**src/rtl/freq_hs_pkg.sv**
```systemverilog
package freq_hs_pkg;

  typedef enum logic [2:0] {
    ST_IDLE  = 3'd0,
    ST_WREQ  = 3'd1,
    ST_WLOCK = 3'd2,
    ST_WDROP = 3'd3,
    ST_HALT  = 3'd4
  } hs_state_t;

  localparam logic [1:0] SEL_BYP = 2'd0;
  localparam logic [1:0] SEL_FP1 = 2'd1;
  localparam logic [1:0] SEL_FP2 = 2'd2;

endpackage

```
**src/rtl/hs_req_decode.sv**
```systemverilog
module hs_req_decode #(
  parameter int REQ_W     = 8,
  parameter int VALID_BIT = 7
) (
  input  logic [REQ_W-1:0] req_word,
  output logic             rq_valid,
  output logic [1:0]       rq_sel,
  output logic             rq_invalid,
  output logic             rq_bypass
);
  import freq_hs_pkg::*;

  logic [1:0] kind;

  always_comb begin
    rq_valid   = req_word[VALID_BIT];
    kind       = req_word[1:0];
    rq_invalid = (kind == 2'd3);
    rq_bypass  = (kind == 2'd0);
    case (kind)
      2'd1:    rq_sel = SEL_FP1;
      2'd2:    rq_sel = SEL_FP2;
      default: rq_sel = SEL_BYP;
    endcase
  end

endmodule

```
**src/rtl/hs_us_timer.sv**
```systemverilog
module hs_us_timer #(
  parameter int W = 14
) (
  input  logic         clk,
  input  logic         rst,
  input  logic         clr,
  input  logic         tick,
  input  logic [W-1:0] limit,
  output logic         expired
);

  logic [W-1:0] cnt;

  assign expired = (cnt >= limit);

  always_ff @(posedge clk) begin
    if (rst || clr)
      cnt <= '0;
    else if (tick && !expired)
      cnt <= cnt + 1'b1;
  end

  AST_TMR_TICK_ONLY: assert property (@(posedge clk) disable iff (rst)
    (!tick && !clr) |=> $stable(cnt));

endmodule

```
**src/rtl/freq_hs_seq.sv**
```systemverilog
module freq_hs_seq #(
  parameter int                 CLASS_W     = 4,
  parameter logic [CLASS_W-1:0] CLASS_SKIP  = 'hA,
  parameter logic [CLASS_W-1:0] CLASS_HS    = 'hB,
  parameter int                 CNT_W       = 8,
  parameter int                 REQ_W       = 8,
  parameter int                 VALID_BIT   = 7,
  parameter int                 REQ_TMO_US  = 10000,
  parameter int                 DROP_TMO_US = 10
) (
  input  logic               clk,
  input  logic               rst,
  input  logic               start,
  input  logic [CLASS_W-1:0] mem_class,
  input  logic [CNT_W-1:0]   hs_count,
  input  logic [REQ_W-1:0]   req_word,
  input  logic               us_tick,
  input  logic               clk_locked,
  output logic [1:0]         clk_sel,
  output logic               ack,
  output logic               done,
  output logic               err_fatal,
  output logic               err_invalid_req,
  output logic               err_class
);
  import freq_hs_pkg::*;

  localparam int MAX_TMO = (REQ_TMO_US > DROP_TMO_US) ? REQ_TMO_US : DROP_TMO_US;
  localparam int TMR_W   = $clog2(MAX_TMO + 1);
  localparam logic [TMR_W-1:0] REQ_LIM  = TMR_W'(REQ_TMO_US);
  localparam logic [TMR_W-1:0] DROP_LIM = TMR_W'(DROP_TMO_US);

  hs_state_t        st, st_n;
  logic [CNT_W-1:0] left, left_n;
  logic             skip, skip_n;
  logic [1:0]       sel_n;
  logic             ack_n, done_n, fat_n, inv_n, cls_n;

  logic             rq_valid, rq_invalid, rq_bypass;
  logic [1:0]       rq_sel;
  logic             tmo;
  logic [TMR_W-1:0] lim;

  hs_req_decode #(.REQ_W(REQ_W), .VALID_BIT(VALID_BIT)) u_dec (
    .req_word   (req_word),
    .rq_valid   (rq_valid),
    .rq_sel     (rq_sel),
    .rq_invalid (rq_invalid),
    .rq_bypass  (rq_bypass)
  );

  assign lim = (st == ST_WDROP) ? DROP_LIM : REQ_LIM;

  hs_us_timer #(.W(TMR_W)) u_tmr (
    .clk     (clk),
    .rst     (rst),
    .clr     (st_n != st),
    .tick    (us_tick),
    .limit   (lim),
    .expired (tmo)
  );

  always_comb begin
    st_n   = st;
    sel_n  = clk_sel;
    ack_n  = ack;
    done_n = 1'b0;
    fat_n  = err_fatal;
    inv_n  = err_invalid_req;
    cls_n  = err_class;
    left_n = left;
    skip_n = skip;
    case (st)
      ST_IDLE: begin
        if (start) begin
          if (mem_class == CLASS_SKIP) begin
            sel_n  = SEL_FP1;
            done_n = 1'b1;
          end else if (mem_class == CLASS_HS) begin
            sel_n = SEL_BYP;
            if (hs_count == '0)
              done_n = 1'b1;
            else begin
              left_n = hs_count;
              st_n   = ST_WREQ;
            end
          end else begin
            cls_n = 1'b1;
          end
        end
      end
      ST_WREQ: begin
        if (rq_valid) begin
          st_n   = ST_WLOCK;
          skip_n = rq_bypass || rq_invalid;
          if (rq_invalid) inv_n = 1'b1;
          else            sel_n = rq_sel;
        end else if (tmo) begin
          fat_n = 1'b1;
          st_n  = ST_HALT;
        end
      end
      ST_WLOCK: begin
        if (skip || clk_locked) begin
          ack_n = 1'b1;
          st_n  = ST_WDROP;
        end
      end
      ST_WDROP: begin
        if (!rq_valid) begin
          ack_n  = 1'b0;
          left_n = left - 1'b1;
          if (left == CNT_W'(1)) begin
            done_n = 1'b1;
            st_n   = ST_IDLE;
          end else begin
            st_n = ST_WREQ;
          end
        end else if (tmo) begin
          fat_n = 1'b1;
          ack_n = 1'b0;
          st_n  = ST_HALT;
        end
      end
      default: ;
    endcase
  end

  always_ff @(posedge clk) begin
    if (rst) begin
      st              <= ST_IDLE;
      clk_sel         <= SEL_BYP;
      ack             <= 1'b0;
      done            <= 1'b0;
      err_fatal       <= 1'b0;
      err_invalid_req <= 1'b0;
      err_class       <= 1'b0;
      left            <= '0;
      skip            <= 1'b0;
    end else begin
      st              <= st_n;
      clk_sel         <= sel_n;
      ack             <= ack_n;
      done            <= done_n;
      err_fatal       <= fat_n;
      err_invalid_req <= inv_n;
      err_class       <= cls_n;
      left            <= left_n;
      skip            <= skip_n;
    end
  end

  AST_SEL_LEGAL: assert property (@(posedge clk) disable iff (rst)
    clk_sel != 2'd3);
  AST_INVALID_STICKY: assert property (@(posedge clk) disable iff (rst)
    err_invalid_req |=> err_invalid_req);
  AST_CLASS_STICKY: assert property (@(posedge clk) disable iff (rst)
    err_class |=> err_class);
  AST_ACK_AFTER_LOCK: assert property (@(posedge clk) disable iff (rst)
    $rose(ack) |-> ($past(clk_locked) || $past(clk_sel) == SEL_BYP || err_invalid_req));
  AST_ACK_HOLD: assert property (@(posedge clk) disable iff (rst)
    (ack && req_word[VALID_BIT]) |=> (ack || err_fatal));
  AST_FATAL_STICKY: assert property (@(posedge clk) disable iff (rst)
    err_fatal |=> err_fatal);
  AST_FATAL_NO_ACK: assert property (@(posedge clk) disable iff (rst)
    err_fatal |-> !ack);
  AST_DONE_PULSE: assert property (@(posedge clk) disable iff (rst)
    done |=> !done);

endmodule

```
**config.mk**
```make
export PLATFORM = sky130hd
export DESIGN_NAME = freq_hs_seq
export DESIGN_NICKNAME = d
export VERILOG_FILES = /design/src/rtl/freq_hs_pkg.sv /design/src/rtl/hs_req_decode.sv /design/src/rtl/hs_us_timer.sv /design/src/rtl/freq_hs_seq.sv
export SDC_FILE = /design/constraint.sdc
export NUM_CORES = 1
export LEC_CHECK = 0
export BUFFER_PORTS_ARGS = -buffer_cell sky130_fd_sc_hd__buf_2
export CAP_MARGIN = 20
export CORE_MARGIN = 2
export CORE_UTILIZATION = 35
export CTS_BUF_LIST = sky130_fd_sc_hd__clkbuf_8
export DETAILED_ROUTE_END_ITERATION = 7
export GPL_ROUTABILITY_DRIVEN = 0
export GPL_TIMING_DRIVEN = 0
export PLACE_DENSITY = 0.64
export SLEW_MARGIN = 0
export SYNTH_ARGS = -nofsm -noshare
export SYNTH_HDL_FRONTEND = slang
export SYNTH_HIERARCHICAL = 1
export SYNTH_SLANG_ARGS = --single-unit
export TNS_END_PERCENT = 5
```
**constraint.sdc**
```tcl
create_clock -name clk -period 7.63 [get_ports clk]
set_input_delay 0.3815 -clock clk [delete_from_list [all_inputs] [get_ports clk]]
set_output_delay 0.3815 -clock clk [all_outputs]
set_load 0.01 [all_outputs]
```
==> metrics.txt, run 1 <==
# TYPE chip_impl_metric gauge
chip_impl_info{name="postSynth.topFlopCell",value="dfxtp_1"} 1
chip_impl_metric{name="critical_path.max_fanout",unit=""} 15
chip_impl_metric{name="hold_buffers",unit=""} 0
chip_impl_metric{name="die_area",unit="um2"} 7240
chip_impl_metric{name="post_cts.repair.setup_buffers",unit=""} 0
chip_impl_metric{name="row_count",unit=""} 29
chip_impl_metric{name="area_growth_syn_to_layout",unit="%"} 14.4
chip_impl_metric{name="syn_area",unit="um2"} 2300
chip_impl_metric{name="finClkSkew",unit="ps"} 8.27
chip_impl_metric{name="cts_made_buffers",unit=""} 5
chip_impl_metric{name="dr.pass1.iters",unit=""} 4
chip_impl_metric{name="grt_util_all_layers",unit="%"} 15.5
chip_impl_metric{name="worst_ep_arrival_time",unit="ps"} 4540
chip_impl_info{name="rr_endpoint",value="u_tmr/cnt[10]$_SDFFE_PP0P_"} 1
chip_impl_metric{name="layout_cell_share_with_drive_strength_beyond_1",unit="%"} 17.2
chip_impl_metric{name="total_leakage_power",unit="uW"} 0.00105
chip_impl_metric{name="final_antenna_net_count",unit=""} 0
chip_impl_metric{name="vias_per_cell",unit=""} 5.50
chip_impl_metric{name="placeable_core_region",unit="um2"} 6350
chip_impl_metric{name="hpwlAfterDp",unit="um"} 4010
chip_impl_info{name="hp-class",value="input pin to flip-flop"} 1
chip_impl_metric{name="max_stage_delay",unit="ps"} 540
chip_impl_metric{name="fillerInstances",unit=""} 629
chip_impl_metric{name="routed-via-count",unit=""} 2182
chip_impl_info{name="reg2reg_from",value="st[1]$_SDFF_PP0_"} 1
chip_impl_info{name="startpoint_type",value="flip-flop"} 1
chip_impl_metric{name="grt_antenna_before_repair",unit=""} 0
chip_impl_info{name="cts-root-buf",value="clkbuf_8"} 1
chip_impl_metric{name="p_total",unit="uW"} 353
chip_impl_info{name="layout_common_cells",value="dfxtp_1 (33), buf_2 (28), nor2_1 (27)"} 1
chip_impl_metric{name="dieWidth",unit="um"} 85.1
chip_impl_metric{name="whs_path_depth",unit=""} 3
chip_impl_info{name="run_status",value="completed"} 1
chip_impl_metric{name="synth_warnings",unit=""} 6
chip_impl_info{name="final_common_cell",value="dfxtp_1"} 1
chip_impl_info{name="tritoncts",value="built"} 1
chip_impl_metric{name="worstSkewPairLatency",unit="ps"} 280
chip_impl_info{name="hold_end",value="err_class$_SDFFE_PP0P_"} 1
chip_impl_metric{name="synth-edff-count",unit=""} 0
chip_impl_metric{name="post_synth_num_cell_types",unit=""} 66
chip_impl_metric{name="max-slew-margin-rel",unit="%"} 49.0
chip_impl_metric{name="post-route-drc-count",unit=""} 0
chip_impl_info{name="crit_path_end_kind",value="flip-flop"} 1
chip_impl_metric{name="cts_resized",unit=""} 0
chip_impl_metric{name="clock.fmax",unit="MHz"} 231
chip_impl_metric{name="synth-seq-cells",unit=""} 33
chip_impl_metric{name="first_global_vias",unit=""} 2094
chip_impl_metric{name="grt_pass1_wl",unit="um"} 9280
chip_impl_metric{name="regToRegSetupSlack",unit="ps"} 3310
chip_impl_metric{name="worst_setup_hold_path_clk_slew",unit="ps"} 70
chip_impl_info{name="rsz0062_at_grt",value="no"} 1
chip_impl_metric{name="antenna-diode-count",unit=""} 0
chip_impl_metric{name="synthesis.instances",unit=""} 282
chip_impl_metric{name="synth-async-reset-ratio",unit="%"} 0
chip_impl_metric{name="maxSlewViolCount",unit=""} 0
chip_impl_metric{name="grt_start_max_net_pins",unit=""} 16
chip_impl_metric{name="max_cap_viols",unit=""} 0
chip_impl_metric{name="routed_wire_length_per_instance",unit="um"} 13.5
chip_impl_metric{name="final_routed_wirelength_across_all_metal_layers",unit="um"} 5340
chip_impl_metric{name="port-buffer-count",unit=""} 25
chip_impl_metric{name="cts.htree.levels",unit=""} 2
chip_impl_metric{name="power_density",unit="nW/um2"} 134
chip_impl_info{name="hold_path_startpoint",value="start"} 1
chip_impl_metric{name="design.final.nets",unit=""} 362
chip_impl_metric{name="drt_first_iter_violations",unit=""} 76
chip_impl_metric{name="cp_data_required_time",unit="ps"} 7840
chip_impl_metric{name="post-route-period-util",unit="%"} 56.7
chip_impl_metric{name="post_synth.cell_area_avg",unit="um2"} 8.16
chip_impl_info{name="critical_path.cell_chain",value="buf_6 -> and3b_2 -> inv_1 -> buf_1 -> inv_1 -> ha_1 -> nand4_1 -> nor3_1 -> o31ai_1 -> nand2_1 -> buf_2 -> nor2_1 -> a221oi_1 -> a21oi_1 -> or2_2 -> clkbuf_1 -> a21oi_1"} 1
chip_impl_metric{name="rr_worst_depth",unit=""} 17
chip_impl_metric{name="fin_crit",unit="ps"} 4320
chip_impl_metric{name="synth_sequential_area_ratio",unit="%"} 28.7
chip_impl_info{name="path_class",value="flip-flop to flip-flop"} 1
chip_impl_metric{name="tritoncts_num_sinks",unit=""} 33
chip_impl_metric{name="tightestPinTransition",unit="ps"} 763
chip_impl_metric{name="grt_overflow_total",unit=""} 0
chip_impl_metric{name="fin_tns_setup",unit="ps"} 0
chip_impl_metric{name="max-clock-path-buffers",unit=""} 2
chip_impl_metric{name="num_io_pins",unit=""} 32
chip_impl_metric{name="setup_violations",unit=""} 0
chip_impl_metric{name="max-vdd-ir-drop",unit="V"} 0.0000665
chip_impl_metric{name="start_util",unit="%"} 36.2
chip_impl_metric{name="die_height",unit="um"} 85.1
chip_impl_metric{name="timing.final.hold_violations",unit=""} 0
chip_impl_info{name="crit_path_top_delay_cell",value="buf_1"} 1
## flip-flops by register name, summed over array words and instances (netlist names), 2 cells and up
signal,flops
u_tmr/cnt,14
clk_sel,2
st,3
left,8
## metal layers
layer / GRT usage [%] / routed length, um / vias up
met5: 0 / 0 / -
met4: 6.35 / 102 / 0
met3: 3.40 / 238 / 14
met2: 25.6 / 2450 / 57
met1: 19.5 / 2550 / 995
li1: - / - / 1116
## through the flow
step                      instance area [um2]  setup WS [ps]  instances  util (%)  hold slack, ps
after global routing                     2630           2790        397      41.4             363
after global placement                   2540           3360        390      40.1             447
after detailed placement                 2540           3330        390      40.1             460
final                                    2630           3310        397      41.4             349
after floorplan                          2320           4140        288         -             451
after CTS                                2630           3290        397      41.4             343
## critical path, delay by kind of cell (launching register included)
family | cells | cell delay [ps]
compound gates | 4 | 900
fa+ha+maj | 1 | 360
buf+inv | 6 | 1480
flops | 1 | 310
simple gates | 6 | 1180
## cell usage after synthesis, types with 4 or more instances
master	number	area [um2]
ha_1	17	213
inv_1	23	86.3
xor2_1	4	35.0
nor2_1	27	101
xnor2_1	4	35.0
nor3_1	8	40.0
dfxtp_1	33	661
nor4_1	5	31.3
nand4_1	9	56.3
nand2_1	18	67.6
mux2i_1	7	70.1
a2111oi_0	4	35.0
nand3_1	9	45.0
or3_1	6	37.5
a21oi_1	21	105
nor4b_1	4	35.0
o21ai_0	6	30.0
clkbuf_1	5	18.8
## how the worst max path moves through the flow
| stage | from | endpoint | slack [ps] | depth (start not counted) |
|---|---|---|---|---|
| after global routing | st[1]$_SDFF_PP0_ | u_tmr/cnt[11]$_SDFFE_PP0P_ | 2790 | 17 |
| final | st[1]$_SDFF_PP0_ | u_tmr/cnt[10]$_SDFFE_PP0P_ | 3310 | 17 |
| after floorplan | st[1]$_SDFF_PP0_ | u_tmr/cnt[10]$_SDFFE_PP0P_ | 4140 | 17 |
| after CTS | st[1]$_SDFF_PP0_ | u_tmr/cnt[11]$_SDFFE_PP0P_ | 3290 | 17 |
| after detailed placement | st[1]$_SDFF_PP0_ | u_tmr/cnt[11]$_SDFFE_PP0P_ | 3330 | 17 |
| after global placement | st[1]$_SDFF_PP0_ | u_tmr/cnt[10]$_SDFFE_PP0P_ | 3360 | 17 |
## where the power goes
part / total, uW / leakage [uW] / internal (uW) / switching [uW]
clock network: 133 / 0.0000485 / 70.2 / 62.7
logic: 42.2 / 0.000736 / 17.7 / 24.5
registers: 178 / 0.000267 / 175 / 2.68
## cell families (layout without fill, tap and decap cells)
family                     after synthesis  count (layout)  share of synthesized area [%]
muxes                                    8               8                           3.53
adders and majority gates               17              17                           9.24
and+or+nand+nor                        109             109                           26.3
DFF                                     33              33                           28.7
AOI/OAI and AO/OA                       70              70                           22.5
buffers and inverters                   36              68                           6.53
xor gates and xnor gates                 8               8                           3.04
other                                    1               7                          0.163
## final cells by class
class / instances / area, um2 / share of cell area (%)
sequential: 33 / 661 / 25.1
multi-input combinational: 219 / 1510 / 57.5
inverter: 24 / 90.1 / 3.42
buffer: 12 / 60.1 / 2.28
tap: 77 / 96.3 / 3.66
clock buffer: 6 / 82.6 / 3.14
timing repair buffer: 25 / 125 / 4.76
clock inverter: 1 / 3.75 / 0.143
Note: power is estimated with default switching activity, not from simulation.
==> run 2, diff against run 1 <==
Clock period 7.63 ns to 4 ns, I/O delays scaled along.
==> metrics.txt, run 2 (synthesized netlist as in run 1, its figures left out) <==
# TYPE chip_impl_metric gauge
chip_impl_info{name="run_status",value="completed"} 1
chip_impl_metric{name="total_leakage_power",unit="uW"} 0.00108
chip_impl_metric{name="grt_start_max_net_pins",unit=""} 20
chip_impl_metric{name="finClkSkew",unit="ps"} 6.50
chip_impl_metric{name="worst_setup_hold_path_clk_slew",unit="ps"} 70
chip_impl_metric{name="hpwlAfterDp",unit="um"} 4010
chip_impl_metric{name="postLayoutCellArea",unit="um2"} 2680
chip_impl_metric{name="final_routed_wirelength_across_all_metal_layers",unit="um"} 5350
chip_impl_info{name="tritoncts",value="built"} 1
chip_impl_metric{name="placeable_core_region",unit="um2"} 6350
chip_impl_metric{name="cts.htree.levels",unit=""} 2
chip_impl_metric{name="met2_usage_in_global_routing",unit="%"} 25.3
chip_impl_metric{name="design.final.nets",unit=""} 365
chip_impl_info{name="reg_top3",value="u_tmr/cnt x14, left x8, st x3"} 1
chip_impl_info{name="final_common_cell",value="dfxtp_1"} 1
chip_impl_metric{name="grt_util_all_layers",unit="%"} 15.4
chip_impl_metric{name="cts_made_buffers",unit=""} 5
chip_impl_metric{name="die_area",unit="um2"} 7240
chip_impl_metric{name="post-route-period-util",unit="%"} 88.4
chip_impl_metric{name="fin_crit",unit="ps"} 3540
chip_impl_metric{name="dr.pass1.iters",unit=""} 5
chip_impl_metric{name="routed_wire_length_per_instance",unit="um"} 13.4
chip_impl_metric{name="regToRegSetupSlack",unit="ps"} 460
chip_impl_metric{name="dieWidth",unit="um"} 85.1
chip_impl_info{name="startpoint_type",value="flip-flop"} 1
chip_impl_info{name="max_flop_register",value="u_tmr/cnt"} 1
chip_impl_metric{name="hold_buffers",unit=""} 0
chip_impl_metric{name="power_density",unit="nW/um2"} 251
chip_impl_info{name="rsz0062_at_grt",value="no"} 1
chip_impl_metric{name="largest_reg_flops",unit=""} 14
chip_impl_info{name="path_class",value="flip-flop to flip-flop"} 1
chip_impl_metric{name="max-vdd-ir-drop",unit="V"} 0.000128
chip_impl_metric{name="cp_data_required_time",unit="ps"} 4210
chip_impl_metric{name="area_growth_syn_to_layout",unit="%"} 16.4
chip_impl_metric{name="routed-via-count",unit=""} 2157
chip_impl_metric{name="die_height",unit="um"} 85.1
chip_impl_metric{name="place_area",unit="um2"} 2540
chip_impl_metric{name="setup_violations",unit=""} 0
chip_impl_info{name="hold_end",value="err_class$_SDFFE_PP0P_"} 1
chip_impl_metric{name="post-route-drc-count",unit=""} 0
chip_impl_metric{name="grt_overflow_total",unit=""} 0
chip_impl_metric{name="fillerInstances",unit=""} 624
chip_impl_metric{name="first_global_vias",unit=""} 2082
chip_impl_metric{name="worstSkewPairLatency",unit="ps"} 280
chip_impl_metric{name="intPower",unit="uW"} 502
chip_impl_metric{name="port-buffer-count",unit=""} 25
chip_impl_metric{name="max-clock-path-buffers",unit=""} 2
chip_impl_metric{name="grt_antenna_before_repair",unit=""} 0
chip_impl_metric{name="post-route-worst-setup-slack",unit="ps"} 464
chip_impl_metric{name="timing.hold.ws",unit="ps"} 171
chip_impl_metric{name="num_io_pins",unit=""} 32
chip_impl_metric{name="dpl_worst_slack",unit="ps"} -302
chip_impl_info{name="reg2reg_from",value="st[1]$_SDFF_PP0_"} 1
chip_impl_metric{name="drt_first_iter_violations",unit=""} 81
chip_impl_metric{name="whs_path_depth",unit=""} 3
chip_impl_metric{name="layout_cell_share_with_drive_strength_beyond_1",unit="%"} 18.9
chip_impl_metric{name="row_count",unit=""} 29
chip_impl_info{name="cts-root-buf",value="clkbuf_8"} 1
chip_impl_info{name="hp-class",value="input pin to flip-flop"} 1
chip_impl_metric{name="timing.final.hold_violations",unit=""} 0
chip_impl_metric{name="worst_ep_arrival_time",unit="ps"} 3750
chip_impl_info{name="crit_path_end_kind",value="flip-flop"} 1
chip_impl_metric{name="tightestPinTransition",unit="ps"} 748
chip_impl_metric{name="seqPwrFrac",unit="%"} 50.5
chip_impl_metric{name="vias_per_cell",unit=""} 5.39
chip_impl_info{name="globalRoute.busiestLayer",value="met2"} 1
chip_impl_metric{name="p_comb_share",unit="%"} 11.9
chip_impl_metric{name="clock.fmax",unit="MHz"} 283
chip_impl_metric{name="critical_path.max_fanout",unit=""} 15
chip_impl_metric{name="antenna-diode-count",unit=""} 0
chip_impl_metric{name="tritoncts_num_sinks",unit=""} 33
chip_impl_metric{name="max_cap_viols",unit=""} 0
chip_impl_metric{name="final_antenna_net_count",unit=""} 0
chip_impl_metric{name="power.switching_fraction",unit="%"} 25.3
chip_impl_metric{name="grt_use_met1",unit="%"} 19.5
chip_impl_metric{name="rr_worst_depth",unit=""} 16
chip_impl_metric{name="maxSlewViolCount",unit=""} 0
chip_impl_metric{name="groute.layer.met3.usage",unit="%"} 3.40
chip_impl_metric{name="grt_pass1_wl",unit="um"} 9230
chip_impl_info{name="hold_path_startpoint",value="start"} 1
chip_impl_metric{name="start_util",unit="%"} 36.2
chip_impl_metric{name="net-switching-power",unit="uW"} 170
chip_impl_info{name="layout_common_cells",value="dfxtp_1 (33), buf_2 (28), nor2_1 (27)"} 1
chip_impl_metric{name="max-slew-margin-rel",unit="%"} 50.0
chip_impl_info{name="rr_endpoint",value="u_tmr/cnt[8]$_SDFFE_PP0P_"} 1
chip_impl_metric{name="clock_power_share",unit="%"} 37.6
-- run 2: changes by cell type in the layout (fill, tap and decap cells not counted) --
cell | before | now
buf_1 | 2 | 1
buf_12 | 0 | 1
buf_4 | 1 | 5
clkbuf_1 | 5 | 4
clkinvlp_4 | 0 | 1
inv_1 | 24 | 23
-- run 2: routing by layer --
metal | up-vias | wire length [um]
li1 | 1119 | -
met1 | 987 | 2640
met2 | 44 | 2450
met3 | 7 | 200
met4 | 0 | 55
met5 | - | 0
-- run 2: timing repair --
action	in CTS	in global routing
buffers inserted	0	5
resized for setup	1	0
setup endpoints to repair	13	10
hold endpoints to repair	0	0
-- run 2: area by class of cell --
cell class,count,area (um2),area share (%)
multi-input cells,219,1510,56.5
flip-flops and latches,33,661,24.7
repair buffers,30,175,6.54
well taps,77,96.3,3.60
inverters,24,93.8,3.50
clock buffers,6,82.6,3.08
plain buffers,10,52.6,1.96
clock inverters,1,3.75,0.140
-- run 2: power by group through the flow --
stage	Combinational, uW	Sequential [uW]	Clock (uW)
after detailed placement	79.4	347	0
after global placement	78.5	347	0
after CTS	80.1	339	263
after floorplan	52.5	347	0
after global routing	91.0	340	272
final	79.8	340	253
-- run 2: how the worst max path moves through the flow --
stage | from | to | cells after the start
floorplan | st[1]$_SDFF_PP0_ | u_tmr/cnt[10]$_SDFFE_PP0P_ | 17
global placement | st[1]$_SDFF_PP0_ | u_tmr/cnt[10]$_SDFFE_PP0P_ | 17
detailed placement | st[1]$_SDFF_PP0_ | u_tmr/cnt[11]$_SDFFE_PP0P_ | 17
CTS | st[1]$_SDFF_PP0_ | u_tmr/cnt[11]$_SDFFE_PP0P_ | 16
global route | st[1]$_SDFF_PP0_ | u_tmr/cnt[9]$_SDFFE_PP0P_ | 16
finish | st[1]$_SDFF_PP0_ | u_tmr/cnt[8]$_SDFFE_PP0P_ | 16
-- run 2: through the flow --
| step | instances | setup TNS, ps | total power [uW] | util [%] |
|---|---|---|---|---|
| after floorplan | 288 | 0 | 399 | - |
| after global placement | 390 | -2490 | 425 | 40.1 |
| after detailed placement | 390 | -2830 | 426 | 40.1 |
| after CTS | 396 | 0 | 683 | 41.4 |
| after global routing | 400 | 0 | 703 | 42.2 |
| final | 400 | 0 | 672 | 42.2 |
-- run 2: critical path, stage by stage (launching register included) --
cell and delay [ps]:
dfxtp_1 310, buf_6 130, and3b_2 220, clkinvlp_4 90
buf_12 120, inv_1 40, ha_1 320, nand4_1 140
nor3_1 310, o31ai_1 200, nand2_1 120, buf_2 260
nor2_1 70, a221oi_1 350, a21oi_1 180, or2_2 440
a21oi_1 140
